File: config.mk
export PLATFORM = sky130hd
export DESIGN_NAME = idle_gap_inserter
export DESIGN_NICKNAME = d
export VERILOG_FILES = /design/src/rtl/idl_pkg.sv /design/src/rtl/idl_cfg_regs.sv /design/src/rtl/idl_gap_select.sv /design/src/rtl/idl_gap_timer.sv /design/src/rtl/idle_gap_inserter.sv
export SDC_FILE = /design/constraint.sdc
export NUM_CORES = 1
export LEC_CHECK = 0
export BUFFER_PORTS_ARGS = -buffer_cell sky130_fd_sc_hd__buf_2
export CELL_PAD_IN_SITES_DETAIL_PLACEMENT = 1
export CELL_PAD_IN_SITES_GLOBAL_PLACEMENT = 1
export CORE_MARGIN = 4
export CORE_UTILIZATION = 45
export DETAILED_ROUTE_END_ITERATION = 12
export GPL_ROUTABILITY_DRIVEN = 1
export PLACE_DENSITY_LB_ADDON = 0.1
export SLEW_MARGIN = 20
export SYNTH_ARGS = -nofsm -noshare
export SYNTH_HDL_FRONTEND = slang
export SYNTH_HIERARCHICAL = 1
export SYNTH_SLANG_ARGS = --single-unit
File: constraint.sdc
create_clock -name clk -period 3.7 [get_ports clk]
set_clock_uncertainty 0.05 [all_clocks]
set_input_delay 0.37 -clock clk [delete_from_list [all_inputs] [get_ports clk]]
set_output_delay 0.37 -clock clk [all_outputs]
set_load 0.01 [all_outputs]
File: src/rtl/idl_pkg.sv
package idl_pkg;

    localparam int IDL_FIELD_W = 3;
    localparam int IDL_CNT_W   = 4;

    typedef enum logic [1:0] {
        KIND_CPU_RD = 2'd0,
        KIND_CPU_WR = 2'd1,
        KIND_DMA_RD = 2'd2,
        KIND_DMA_WR = 2'd3
    } acc_kind_e;

    // Expand a 3-bit idle code into a cycle count: linear up to 3, then steps of 3.
    function automatic logic [IDL_CNT_W-1:0] idle_cycles(input logic [IDL_FIELD_W-1:0] code);
        if (code <= IDL_FIELD_W'(3))
            return IDL_CNT_W'(code);
        else
            return IDL_CNT_W'(3 * (int'(code) - 2));
    endfunction

    function automatic logic is_write(input acc_kind_e k);
        return k[0];
    endfunction

endpackage

File: src/rtl/idl_cfg_regs.sv
module idl_cfg_regs
    import idl_pkg::*;
#(
    parameter int NUM_AREAS = 7,
    parameter int ADDR_W    = $clog2(NUM_AREAS + 1)
) (
    input  logic                                   clk,
    input  logic                                   rst,
    input  logic                                   cfg_we,
    input  logic [ADDR_W-1:0]                      cfg_addr,
    input  logic [7:0]                             cfg_wdata,
    output logic [NUM_AREAS-1:0][IDL_FIELD_W-1:0]  area_code,
    output logic [IDL_FIELD_W-1:0]                 dma_code
);

    typedef struct packed {
        logic [NUM_AREAS-1:0][IDL_FIELD_W-1:0] area;
        logic [IDL_FIELD_W-1:0]                dma;
    } cfg_t;

    cfg_t cfg_d, cfg_q;

    always_comb begin
        cfg_d = cfg_q;
        if (cfg_we) begin
            for (int i = 0; i < NUM_AREAS; i++) begin
                if (cfg_addr == ADDR_W'(i))
                    cfg_d.area[i] = cfg_wdata[IDL_FIELD_W-1:0];
            end
            if (cfg_addr == ADDR_W'(NUM_AREAS))
                cfg_d.dma = cfg_wdata[IDL_FIELD_W-1:0];
        end
    end

    always_ff @(posedge clk) begin
        if (rst)
            cfg_q <= '1;
        else
            cfg_q <= cfg_d;
    end

    assign area_code = cfg_q.area;
    assign dma_code  = cfg_q.dma;

endmodule

File: src/rtl/idl_gap_select.sv
module idl_gap_select
    import idl_pkg::*;
#(
    parameter int NUM_AREAS = 7,
    parameter int AREA_W    = 3
) (
    input  acc_kind_e                              prev_kind,
    input  logic [AREA_W-1:0]                      prev_area,
    input  logic                                   prev_mpx,
    input  acc_kind_e                              next_kind,
    input  logic [AREA_W-1:0]                      next_area,
    input  logic                                   next_mpx,
    input  logic                                   dev_switch,
    input  logic [NUM_AREAS-1:0][IDL_FIELD_W-1:0]  area_code,
    input  logic [IDL_FIELD_W-1:0]                 dma_code,
    output logic [IDL_CNT_W-1:0]                   gap_cycles
);

    logic [NUM_AREAS-1:0][IDL_CNT_W-1:0] area_cycles;
    logic [IDL_CNT_W-1:0]                dma_cycles;

    // One code expander per area.
    for (genvar g = 0; g < NUM_AREAS; g++) begin : g_expand
        assign area_cycles[g] = idle_cycles(area_code[g]);
    end
    assign dma_cycles = idle_cycles(dma_code);

    typedef struct packed {
        logic                 same_area;
        logic                 insert;
        logic [AREA_W-1:0]    area_idx;
        logic [IDL_CNT_W-1:0] base;
    } sel_t;

    sel_t sel_d;

    always_comb begin
        sel_d = '0;
        sel_d.same_area = (prev_area == next_area);
        sel_d.area_idx  = (prev_area < AREA_W'(NUM_AREAS)) ? prev_area
                                                           : AREA_W'(NUM_AREAS - 1);
        if (prev_kind == KIND_DMA_WR)
            sel_d.base = dma_cycles;
        else
            sel_d.base = area_cycles[sel_d.area_idx];

        if (!sel_d.same_area)
            sel_d.insert = 1'b1;
        else if (!is_write(prev_kind) && is_write(next_kind))
            sel_d.insert = 1'b1;
        else if (is_write(prev_kind) && prev_mpx)
            sel_d.insert = 1'b1;
        else if (prev_kind == KIND_DMA_WR && next_kind == KIND_DMA_WR && dev_switch)
            sel_d.insert = 1'b1;
        else
            sel_d.insert = 1'b0;

        if (!sel_d.insert)
            gap_cycles = '0;
        else if (next_mpx && sel_d.base == '0)
            gap_cycles = IDL_CNT_W'(1);
        else
            gap_cycles = sel_d.base;
    end

endmodule

File: src/rtl/idl_gap_timer.sv
module idl_gap_timer
    import idl_pkg::*;
(
    input  logic                 clk,
    input  logic                 rst,
    input  logic                 acc_done,
    input  logic [IDL_CNT_W-1:0] gap_cycles,
    output logic                 bus_hold,
    output logic                 next_go
);

    typedef struct packed {
        logic [IDL_CNT_W-1:0] remain;
        logic                 go;
    } tmr_t;

    tmr_t tmr_d, tmr_q;

    always_comb begin
        tmr_d    = tmr_q;
        tmr_d.go = 1'b0;
        if (tmr_q.remain != '0) begin
            tmr_d.remain = tmr_q.remain - IDL_CNT_W'(1);
            tmr_d.go     = (tmr_q.remain == IDL_CNT_W'(1));
        end else if (acc_done) begin
            if (gap_cycles == '0)
                tmr_d.go = 1'b1;
            else
                tmr_d.remain = gap_cycles;
        end
    end

    always_ff @(posedge clk) begin
        if (rst)
            tmr_q <= '0;
        else
            tmr_q <= tmr_d;
    end

    assign bus_hold = (tmr_q.remain != '0);
    assign next_go  = tmr_q.go;

endmodule

File: src/rtl/idle_gap_inserter.sv
module idle_gap_inserter
    import idl_pkg::*;
#(
    parameter int NUM_AREAS = 7,
    parameter int AREA_W    = 3,
    parameter int ADDR_W    = $clog2(NUM_AREAS + 1)
) (
    input  logic              clk,
    input  logic              rst,
    input  logic              cfg_we,
    input  logic [ADDR_W-1:0] cfg_addr,
    input  logic [7:0]        cfg_wdata,
    input  logic              acc_done,
    input  logic [1:0]        prev_kind,
    input  logic [AREA_W-1:0] prev_area,
    input  logic              prev_mpx,
    input  logic [1:0]        next_kind,
    input  logic [AREA_W-1:0] next_area,
    input  logic              next_mpx,
    input  logic              dev_switch,
    output logic              bus_hold,
    output logic              next_go
);

    logic [NUM_AREAS-1:0][IDL_FIELD_W-1:0] area_code;
    logic [IDL_FIELD_W-1:0]                dma_code;
    logic [IDL_CNT_W-1:0]                  gap_cycles;

    idl_cfg_regs #(
        .NUM_AREAS (NUM_AREAS),
        .ADDR_W    (ADDR_W)
    ) u_cfg (
        .clk       (clk),
        .rst       (rst),
        .cfg_we    (cfg_we),
        .cfg_addr  (cfg_addr),
        .cfg_wdata (cfg_wdata),
        .area_code (area_code),
        .dma_code  (dma_code)
    );

    idl_gap_select #(
        .NUM_AREAS (NUM_AREAS),
        .AREA_W    (AREA_W)
    ) u_sel (
        .prev_kind  (acc_kind_e'(prev_kind)),
        .prev_area  (prev_area),
        .prev_mpx   (prev_mpx),
        .next_kind  (acc_kind_e'(next_kind)),
        .next_area  (next_area),
        .next_mpx   (next_mpx),
        .dev_switch (dev_switch),
        .area_code  (area_code),
        .dma_code   (dma_code),
        .gap_cycles (gap_cycles)
    );

    idl_gap_timer u_tmr (
        .clk        (clk),
        .rst        (rst),
        .acc_done   (acc_done),
        .gap_cycles (gap_cycles),
        .bus_hold   (bus_hold),
        .next_go    (next_go)
    );

endmodule

Word level (Yosys, flattened, before mapping)
Index checks and enable logic that the tools add are counted.
{ "totals": {"ff_bits": 29, "in_bits": 28, "out_inout_bits": 2, "wordCells": 91} }
{ "classes": {"addsub": 9, "n_mul": 8, "n_lt_le_gt_ge": 10, "n_eq_ne": 12, "mux": 22, "reduce_logical": 20} }
{ "op_table": {"columns": ["op", "count"], "rows": [
  ["3-bit by 32-bit multiplier with 4-bit output, first input constant", 8],
  ["4-bit 2-to-1 mux", 13],
  ["3-bit by 2-bit subtractor with 4-bit output, second input constant", 8],
  ["3-bit by 2-bit less-or-equal comparator with 1-bit output, second input constant", 8],
  ["2-bit AND reduction", 9],
  ["4-bit binary-select mux with 3-bit select", 1],
  ["3-bit == test, second input constant", 4],
  ["5-bit 2-to-1 mux", 2],
  ["4-bit logical NOT", 2],
  ["3-bit by 2-bit == test with 1-bit output, second input constant", 2],
  ["1-bit logical AND", 5],
  ["1-bit 2-to-1 mux", 5],
  ["2-bit == test, second input constant", 2],
  ["4-bit by 1-bit == test with 1-bit output, second input constant", 1],
  ["3-bit by 4-bit < comparator with 1-bit output, second input constant", 1],
  ["4-bit nonzero test", 1],
  ["4-bit by 1-bit subtractor with 4-bit output, second input constant", 1],
  ["3-bit by 1-bit == test with 1-bit output, second input constant", 1],
  ["3-bit == test", 1],
  ["3-bit logical NOT", 1],
  ["3-bit < comparator, second input constant", 1],
  ["3-bit 2-to-1 mux", 1],
  ["2-bit != test, second input constant", 1],
  ["2-bit nonzero test", 1],
  ["1-bit logical NOT", 1]
]} }

Longest topological paths before layout
Gate-level depths: netlist of the first run.
{ "depth": {"depth_word": 14, "depth_mapped": 13, "depth_no_buf": 13} }

Cells and area by module
Netlist of the first run, hierarchy kept.
{ "modules_own_cells": {"columns": ["mod", "n_inst", "cells_each", "area_per_inst_um2", "seq_area_each_um2"], "rows": [
  ["idl_gap_select", 1, 161, 1272.5, 0.0],
  ["idl_cfg_regs", 1, 87, 932.1, 480.5],
  ["idl_gap_timer", 1, 35, 306.5, 100.1]
]} }

Worst setup path after synthesis of the first run
OpenSTA, ideal clock, no wires.
{ "synth_path": {"kind": "register to register", "from": "reg u_cfg.cfg_q, in the netlist u_cfg/area_code[14]", "to": "reg u_tmr/tmr_q[2] (netlist bit)", "setup_time_ns": 0.086, "arrival_time_ns": 2.480, "t_required_ns": 3.564, "slack_ns": 1.085, "stages_incl_launch_ff": 13, "n_path_buf": 0, "period_less_slack_ns": 2.615, "cell_sequence": "dfxtp_1 > inv_1 > ha_1 > xnor2_1 > ha_1 > and2b_1 > o21ai_0 > a21oi_1 > o211ai_1 > and2b_1 > nor4_1 > a211oi_1 > a211oi_1"} }
{ "synth_via": {"elab_chain_len": 13, "word_cells_on_any_way": 17, "cone_classes": "add/sub: 1; mul: 1; order compare: 1; eq/ne: 1; mux: 9; reduce/logical: 4"} }
{ "synth_lines": {"columns": ["element", "line", "text"], "rows": [
  ["start: declaration", "idl_cfg_regs.sv:21", "cfg_t cfg_d, cfg_q;"],
  ["start signal: assignment", "idl_cfg_regs.sv:39", "cfg_q <= cfg_d;"],
  ["3-bit by 2-bit subtractor with 4-bit output", "idl_pkg.sv:18", "return IDL_CNT_W'(3 * (int'(code) - 2));"],
  ["3-bit by 32-bit multiplier with 4-bit output", "idl_pkg.sv:18", null],
  ["4-bit 2-to-1 mux *", "idl_pkg.sv:15", "if (code <= IDL_FIELD_W'(3))"],
  ["4-bit binary-select mux with 3-bit select *", "idl_gap_select.sv:45", "sel_d.base = area_cycles[sel_d.area_idx];"],
  ["4-bit 2-to-1 mux (not written as such) *", "idl_gap_select.sv:45", null],
  ["4-bit 2-to-1 mux *", "idl_gap_select.sv:42", "if (prev_kind == KIND_DMA_WR)"],
  ["4-bit logical NOT", "idl_gap_select.sv:60", "else if (next_mpx && sel_d.base == '0)"],
  ["1-bit logical AND", "idl_gap_select.sv:60", null],
  ["4-bit 2-to-1 mux *", "idl_gap_select.sv:60", null],
  ["4-bit 2-to-1 mux *", "idl_gap_select.sv:58", "if (!sel_d.insert)"],
  ["named net gap_cycles[2]", "idle_gap_inserter.sv:27", "logic [IDL_CNT_W-1:0] gap_cycles;"],
  ["4-bit logical NOT *", "idl_gap_timer.sv:26", "if (gap_cycles == '0)"],
  ["2-bit != test (no line) *", null, null],
  ["2-bit AND reduction (no line) *", null, null],
  ["end signal: assignment", "idl_gap_timer.sv:37", "tmr_q <= tmr_d;"],
  ["end: declaration", "idl_gap_timer.sv:17", "tmr_t tmr_d, tmr_q;"]
]} }
Mark *: on every way through the listed nets, which the timed path passes. The rest lies on a longest branch. The select of a mux whose other input is x is not followed.
A chain may end at the register's enable or synchronous reset.

Worst setup path after layout of the first run
Same ends and word-level chain as after synthesis.

==> flow_summary.json, run 1 <==
{
  "clkSlewWorstSetupHoldPaths_ps": 70,
  "r2r_slack_ps": 640,
  "setup_violations": 0,
  "pwr-share-comb_pct": 27.3,
  "cts-root-buf": "clkbuf_8",
  "finalInstanceArea_sq_mm": 0.00279,
  "dp_hpwl_mm": 4.68,
  "p_int_w": 0.000680,
  "synth_edf_count": 0,
  "yosysUniqueCellTypes": 53,
  "post_synth.cell_area_avg_sq_um": 8.87,
  "period_needed_ps": 3060,
  "grt_pass1_vias": 2112,
  "maxSlewViolCount": 0,
  "grtUsageTotal_pct": 19.3,
  "required_ps": 3840,
  "final_hold_viol_count": 0,
  "grt_overflow": 0,
  "rows": 26,
  "crit_arrival_ps": 3200,
  "post_dp_cell_area_sq_mm": 0.00267,
  "insertion_delay_ps": 280,
  "hp-class": "input port to register",
  "synth_area_leaders": "dfxtp_1, ha_1, mux2i_1",
  "wirelength_mm": 6.07,
  "antenna_found_initial": 0,
  "crit_path_start_kind": "register",
  "synth_area_leader_cell": "dfxtp_1",
  "viasPerCell": 5.56,
  "critical_path_class": "register to register",
  "layout-drive-gt1-share_pct": 14.1,
  "layout_common_cells": "ha_1, nor2_1, dfxtp_1",
  "dr.pass1.iters": 4,
  "wl_per_cell_microns": 16.1,
  "status": "finished, final reports clean",
  "multi_input_area_sq_mm": 0.00179,
  "drv_cap": 0,
  "timing.rr.end": "u_tmr/tmr_q[2]",
  "clk_path_buf_depth": 2,
  "grt_max_degree": 33,
  "syn_nets": 345,
  "yosys_warnings": 6,
  "postRouteAntennaNets": 0,
  "nNetsFinal": 367,
  "crit_chain": "inv_1 > ha_1 > xnor2_1 > ha_1 > and2b_1 > o21ai_0 > a21oi_1 > o211ai_1 > and2b_1 > nor4_1 > a211oi_1 > a211oi_1",
  "fp.dieH_microns": 82.7,
  "ff_latch_area_sq_um": 581,
  "rsz0062_at_grt": "false",
  "synth-async-reset-ratio_pct": 0,
  "finalWeightedCongestion": 0.822,
  "reg2reg_depth": 12,
  "cts_hold_buffers": 0,
  "ys_ff_latch": 29,
  "synth_flop_cell": "dfxtp_1",
  "vias": 2089,
  "drc_errors": 0,
  "worst_pin_slew_ps": 727,
  "postCtsSetupRepairBufs": 0,
  "start_util_pct": 47.6,
  "power_frac_seq_pct": 37.3,
  "final_common_cell": "ha_1",
  "boundaryPins": 30,
  "whs_endpoint": "u_cfg/dma_code[0]",
  "antennaDiodeCount": 0,
  "holdPathStages": 3,
  "grt_use_met3_pct": 3.25,
  "slowest_stage": "nor4_1",
  "p_leak_nw": 1.42,
  "power.density_mw_per_mm2": 354,
  "cts_tree": "yes",
  "cts-resized-gates": 0,
  "power_frac_clock_pct": 35.3,
  "grt_pass1_wl_mm": 10.0,
  "cts.sinks": 29,
  "grt_busiest_layer": "met2",
  "first_iter_violations": 119,
  "synthToLayoutAreaGrowth_pct": 11.1,
  "p_switching_w": 0.000306,
  "netlist_area_sq_mm": 0.00251,
  "yosysSeqAreaShare_pct": 23.1,
  "slowest_delay_ps": 570,
  "use_met2_pct": 30.8,
  "critical_path_peak_fanout": 4,
  "die_x_microns": 82.7,
  "slew_headroom_pct": 51.4,
  "min-delay-start": "cfg_wdata[0]",
  "met1_usage_pct": 26.1,
  "final.period_utilization_pct": 82.7,
  "synth_top_area_share_pct": 23.1,
  "rr_startpoint": "u_cfg/area_code[14]",
  "tns_ps": 0,
  "cts-buffers-inserted": 5,
  "max_freq_mhz": 327,
  "syn_inst": 283,
  "io_buffers": 24,
  "final.fill_count": 647,
  "swShare_pct": 31.0,
  "vdd_drop_max_mv": 0.201,
  "cp-end-kind": "register",
  "fp.dieArea_sq_mm": 0.00684,
  "cts_max_level": 2,
  "core-area_sq_mm": 0.00527
}
## flip-flops by register name, summed over array words and instances, names as in the netlist
name	flops
u_cfg/area_code	21
u_cfg/dma_code	3
u_tmr/next_go	1
u_tmr/tmr_q	4
## cells by family after synthesis
kind of cell	synth area share (%)
AND/OR/NAND/NOR	18.9
XOR/XNOR	6.63
adder cells (fa/ha/maj)	16.9
AO/OA/AOI/OAI	15.8
buffers and inverters	5.43
flip-flops	23.1
multiplexers	13.2
## worst max-delay path by stage
stage	end	start	slack, ps
after detailed placement	u_tmr/tmr_q[2]	u_cfg/area_code[14]	690
after CTS	u_tmr/tmr_q[2]	u_cfg/area_code[14]	660
final	u_tmr/tmr_q[2]	u_cfg/area_code[14]	640
after floorplan	u_tmr/tmr_q[2]	u_cfg/area_code[14]	1080
after global routing	u_tmr/next_go	u_cfg/area_code[14]	420
after global placement	u_tmr/tmr_q[2]	u_cfg/area_code[14]	720
## critical path: cells and delay by family, from the launching register on
family,cells,cell delay (ps)
flip-flops,1,400
adder cells (fa/ha/maj),2,610
AO/OA/AOI/OAI,5,760
XOR/XNOR,1,140
AND/OR/NAND/NOR,3,950
buffers and inverters,1,60
## synthesized netlist by cell type, types with 4 or more instances
cell type  number
a211oi_1        6
a21oi_1         5
and3b_1         6
buf_2           6
dfxtp_1        29
ha_1           34
inv_1          23
mux2_2          4
mux2i_1        27
nand2_1        11
nand3_1         7
nor2_1         32
nor2b_1         4
nor4_1          4
o211ai_1        6
o21ai_0         8
xnor2_1        12
xor2_1          7
## power by group through the flow
stage | clock network (W) | registers (W) | logic, W
6_report | 0.000348 | 0.000368 | 0.000270
5_1_grt | 0.000374 | 0.000374 | 0.000305
4_1_cts | 0.000359 | 0.000368 | 0.000272
3_5_place_dp | 0 | 0.000375 | 0.000269
3_3_place_gp | 0 | 0.000374 | 0.000264
2_1_floorplan | 0 | 0.000367 | 0.000203
## layer usage
layer / wire, microns / vias up
li1: - / 1065
met1: 3050 / 976
met3: 274 / 10
met5: 0 / -
met2: 2640 / 38
met4: 102 / 0
## final cells by class
cell class                 count  area share [%]
clock buffer                   6            2.96
clock inverter                 2            1.35
inverter                      23            3.10
multi-input combinational    222            64.3
sequential                    29            20.8
tap                           70            3.14
timing repair buffer          24            4.31
## per-stage QoR
| stage | worst slack [ps] | utilization, % | std cells | power, W | hold slack, ps |
|---|---|---|---|---|---|
| global route | 416 | 52.9 | 376 | 0.00105 | 458 |
| CTS | 662 | 52.9 | 376 | 0.000999 | 428 |
| global placement | 725 | 50.6 | 368 | 0.000638 | 454 |
| detailed placement | 690 | 50.6 | 368 | 0.000645 | 461 |
| floorplan | 1080 | - | 283 | 0.000570 | 389 |
| finish | 642 | 52.9 | 376 | 0.000986 | 433 |
(Power assumes the default switching activity.)
==> run 2, diff against run 1 <==
clock period = 3.1 ns   (was 3.7 ns; I/O delays follow)
==> flow_summary.json, run 2 (synthesis gave the netlist of run 1 again) <==
{
  "grt_overflow": 0,
  "cts_max_level": 2,
  "boundaryPins": 30,
  "cts-resized-gates": 0,
  "worst_pin_slew_ps": 748,
  "worst_slack_ps": 197,
  "insertion_delay_ps": 280,
  "crit_chain": "inv_1 > ha_1 > xnor2_1 > ha_1 > and2b_1 > o21ai_0 > a21oi_1 > o211ai_1 > nand3_1 > o31ai_2 > nor4_2 > buf_4 > a211oi_1 > a211oi_1",
  "die_x_microns": 82.7,
  "antennaDiodeCount": 0,
  "fp.dieH_microns": 82.7,
  "power_frac_seq_pct": 37.2,
  "place_ws_ps": 183,
  "pwr-share-comb_pct": 27.9,
  "fp.dieArea_sq_mm": 0.00684,
  "maxSlewViolCount": 0,
  "layout_common_cells": "ha_1, nor2_1, mux2i_1",
  "grtUsageTotal_pct": 19.2,
  "cts_tree": "yes",
  "slowest_delay_ps": 370,
  "min-delay-start": "acc_done",
  "post_dp_cell_area_sq_mm": 0.00271,
  "rr_startpoint": "u_cfg/area_code[14]",
  "p_switching_w": 0.000362,
  "grt_pass1_vias": 2174,
  "power.density_mw_per_mm2": 416,
  "postCtsSetupRepairBufs": 0,
  "cts.sinks": 29,
  "vdd_drop_max_mv": 0.238,
  "required_ps": 3180,
  "first_iter_violations": 95,
  "p_leak_nw": 1.44,
  "tns_ps": 0,
  "max_freq_mhz": 344,
  "rsz0062_at_grt": "true",
  "timing.rr.end": "u_tmr/tmr_q[2]",
  "grt_max_degree": 33,
  "setup_violations": 0,
  "critical_path_class": "register to register",
  "hold_ws_ps": 384,
  "io_buffers": 24,
  "largest_register_ff_count": 21,
  "drc_errors": 0,
  "layout-drive-gt1-share_pct": 16.7,
  "finalInstanceArea_sq_mm": 0.00284,
  "final_common_cell": "ha_1",
  "r2r_slack_ps": 200,
  "wirelength_mm": 6.03,
  "cp-end-kind": "register",
  "clkSlewWorstSetupHoldPaths_ps": 60,
  "final.fill_count": 658,
  "drv_cap": 0,
  "hp-class": "input port to register",
  "slew_headroom_pct": 50.0,
  "holdPathStages": 3,
  "whs_endpoint": "u_tmr/next_go",
  "crit_path_start_kind": "register",
  "cts-root-buf": "clkbuf_8",
  "cts_hold_buffers": 0,
  "dr.pass1.iters": 4,
  "grt_pass1_wl_mm": 10.0,
  "synthToLayoutAreaGrowth_pct": 13.0,
  "cp_num_buf_inv": 2,
  "period_needed_ps": 2900,
  "vias": 2121,
  "finalWeightedCongestion": 0.825,
  "antenna_found_initial": 0,
  "cts-buffers-inserted": 5,
  "critical_path_peak_fanout": 4,
  "start_util_pct": 47.6,
  "multi_input_area_sq_mm": 0.00181,
  "crit_family": "compound AO/OA/AOI/OAI gates",
  "slowest_stage": "dfxtp_1",
  "crit_arrival_ps": 2980,
  "ff_latch_area_sq_um": 584,
  "swShare_pct": 30.7,
  "clk_path_buf_depth": 2,
  "power_frac_clock_pct": 34.9,
  "reg2reg_depth": 14,
  "wl_per_cell_microns": 15.8,
  "viasPerCell": 5.57,
  "final.period_utilization_pct": 93.7,
  "nNetsFinal": 372,
  "total_power_w": 0.00118,
  "p_int_w": 0.000818,
  "status": "finished, final reports clean",
  "postRouteAntennaNets": 0,
  "core-area_sq_mm": 0.00527,
  "rows": 26,
  "dp_hpwl_mm": 4.65,
  "final_hold_viol_count": 0
}
run 2: worst register-to-register path, delay by kind of cell, from the launching register on:
kind | cells | cell delay, ps
AND/OR/NAND/NOR | 3 | 350
buffers and inverters | 2 | 220
AO/OA/AOI/OAI | 6 | 1020
adder cells (fa/ha/maj) | 2 | 600
flip-flops | 1 | 370
XOR/XNOR | 1 | 140
run 2: worst max-delay path by stage:
stage	start	to	slack (ps)	cells after the start
floorplan	u_cfg/area_code[14]	u_tmr/tmr_q[2]	480	12
global route	u_cfg/area_code[8]	u_tmr/tmr_q[1]	-30	11
global placement	u_cfg/area_code[14]	u_tmr/tmr_q[2]	260	14
CTS	u_cfg/area_code[2]	u_tmr/tmr_q[2]	160	13
finish	u_cfg/area_code[14]	u_tmr/tmr_q[2]	200	14
detailed placement	u_cfg/area_code[2]	u_tmr/tmr_q[2]	180	13
run 2: layout make-up:
class / instances / share of cell area (%)
clock inverter: 1 / 1.06
multi-input combinational: 222 / 63.6
tap: 70 / 3.09
inverter: 23 / 3.04
timing repair buffer: 29 / 5.56
clock buffer: 7 / 3.04
sequential: 29 / 20.6
run 2: metal layers:
metal / wire (microns) / share of wire, % / vias up / global-route usage, %
li1: - / - / 1076 / -
met1: 2990 / 50 / 1006 / 24.8
met2: 2730 / 45 / 35 / 32.4
met5: 0 / 0 / - / 0
met4: 43 / 0.71 / 0 / 4.74
met3: 264 / 4.4 / 4 / 4.23
run 2: metrics by stage:
step | cells | util [%]
floorplan | 283 | -
detailed placement | 373 | 51.4
CTS | 381 | 53.6
global placement | 373 | 51.4
finish | 381 | 53.8
global route | 381 | 53.8
run 2: power by group through the flow:
stage / logic [W] / clock network, W / registers, W
finish: 0.000329 / 0.000411 / 0.000439
global route: 0.000372 / 0.000443 / 0.000447
CTS: 0.000328 / 0.000421 / 0.000438
detailed placement: 0.000325 / 0 / 0.000447
global placement: 0.000320 / 0 / 0.000446
floorplan: 0.000242 / 0 / 0.000439
==> run 3, diff against run 2 <==
clock period = 3.2 ns   (was 3.1 ns; I/O delays follow)
==> flow_summary.json, run 3 (synthesis gave the netlist of run 1 again) <==
{
  "grt_overflow": 0,
  "final_common_cell": "ha_1",
  "clkSlewWorstSetupHoldPaths_ps": 60,
  "setup_violations": 0,
  "required_ps": 3340,
  "boundaryPins": 30,
  "grtUsageTotal_pct": 19.9,
  "grt_max_degree": 33,
  "fp.dieArea_sq_mm": 0.00684,
  "grt_pass1_vias": 2186,
  "layout_common_cells": "ha_1, nor2_1, dfxtp_1",
  "post_dp_cell_area_sq_mm": 0.00268,
  "critical_path_class": "register to register",
  "cts.sinks": 29,
  "synthToLayoutAreaGrowth_pct": 12.0,
  "rows": 26,
  "critical_path_peak_fanout": 4,
  "grt_pass1_wl_mm": 10.4,
  "first_iter_violations": 85,
  "layout-drive-gt1-share_pct": 14.9,
  "dp_hpwl_mm": 4.70,
  "postCtsSetupRepairBufs": 0,
  "vias": 2110,
  "viasPerCell": 5.58,
  "largest_register_ff_count": 21,
  "post-route-util_pct": 53.3,
  "cts_max_level": 2,
  "cts_tree": "yes",
  "crit_path_start_kind": "register",
  "cts-buffers-inserted": 5,
  "die_x_microns": 82.7,
  "rsz0062_at_grt": "false",
  "tns_ps": 0,
  "fp.dieH_microns": 82.7,
  "wl_per_cell_microns": 16.1,
  "vdd_drop_max_mv": 0.189,
  "p_leak_nw": 1.43,
  "core-area_sq_mm": 0.00527,
  "max_freq_mhz": 350,
  "hp-class": "input port to register",
  "antenna_found_initial": 0,
  "drc_errors": 0,
  "crit_arrival_ps": 3000,
  "postRouteAntennaNets": 0,
  "worst_pin_slew_ps": 717,
  "maxSlewViolCount": 0,
  "status": "finished, final reports clean",
  "final.period_utilization_pct": 89.2,
  "dr.pass1.iters": 4,
  "cp-end-kind": "register",
  "finalInstanceArea_sq_mm": 0.00281,
  "slew_headroom_pct": 52.0,
  "io_buffers": 24,
  "cts-resized-gates": 0,
  "drv_cap": 0,
  "cts-root-buf": "clkbuf_8",
  "wirelength_mm": 6.10,
  "finalWeightedCongestion": 0.823,
  "final_cells": 378,
  "nNetsFinal": 369,
  "clk_path_buf_depth": 2,
  "antennaDiodeCount": 0,
  "power.density_mw_per_mm2": 405,
  "final_hold_viol_count": 0,
  "cts_hold_buffers": 0,
  "start_util_pct": 47.6,
  "insertion_delay_ps": 280,
  "period_needed_ps": 2860,
  "dp_cells": 370
}
==> run 3: changes by cell type in the layout (fill, tap and decap cells not counted), sizes merged <==
cell / before / now
buf: 29 / 26
==> run 3: per-stage QoR <==
step	power, W	hold WS (ps)	setup slack, ps
6_report	0.00114	393	344
5_1_grt	0.00122	414	34.9
4_1_cts	0.00115	387	197
3_5_place_dp	0.000746	458	225
3_3_place_gp	0.000741	453	286
2_1_floorplan	0.000659	339	585
==> run 3: final cells by class <==
type	instances	area (sq um)
tap	70	87.6
sequential	29	581
clock buffer	7	86.3
fill	646	2460
clock inverter	1	30.0
multi-input combinational	222	1810
timing repair buffer	26	135
inverter	23	86.3
==> run 3: final timing paths <==
check                            from        endpoint  slack [ps]  cells after the start
hold reg to reg        u_tmr/tmr_q[3]   u_tmr/next_go         470                      1
hold / removal               acc_done   u_tmr/next_go         390                      3
setup / recovery  u_cfg/area_code[14]  u_tmr/tmr_q[2]         340                     12
setup reg to reg  u_cfg/area_code[14]  u_tmr/tmr_q[2]         340                     12
==> run 3: where the power goes <==
part | internal [W] | switching [W]
clock | 0.000254 | 0.000143
combinational | 0.000146 | 0.000170
sequential | 0.000391 | 0.0000360
==> run 3: critical path, cell delays in order, from the launching register on <==
cell and delay [ps]:
dfxtp_1 380, inv_1 60, ha_1 320, xnor2_1 150, ha_1 290, and2b_1 150, o21ai_0 70, a21oi_1 90
o211ai_1 220, and2b_1 240, nor4_2 390, a211oi_1 130, a211oi_1 210
==> run 3: routing by layer <==
metal / wire length, microns / global-route usage [%]
met1: 3010 / 26.5
met3: 240 / 3.80
met5: 0 / 0
met2: 2790 / 33.1
met4: 57 / 4.41
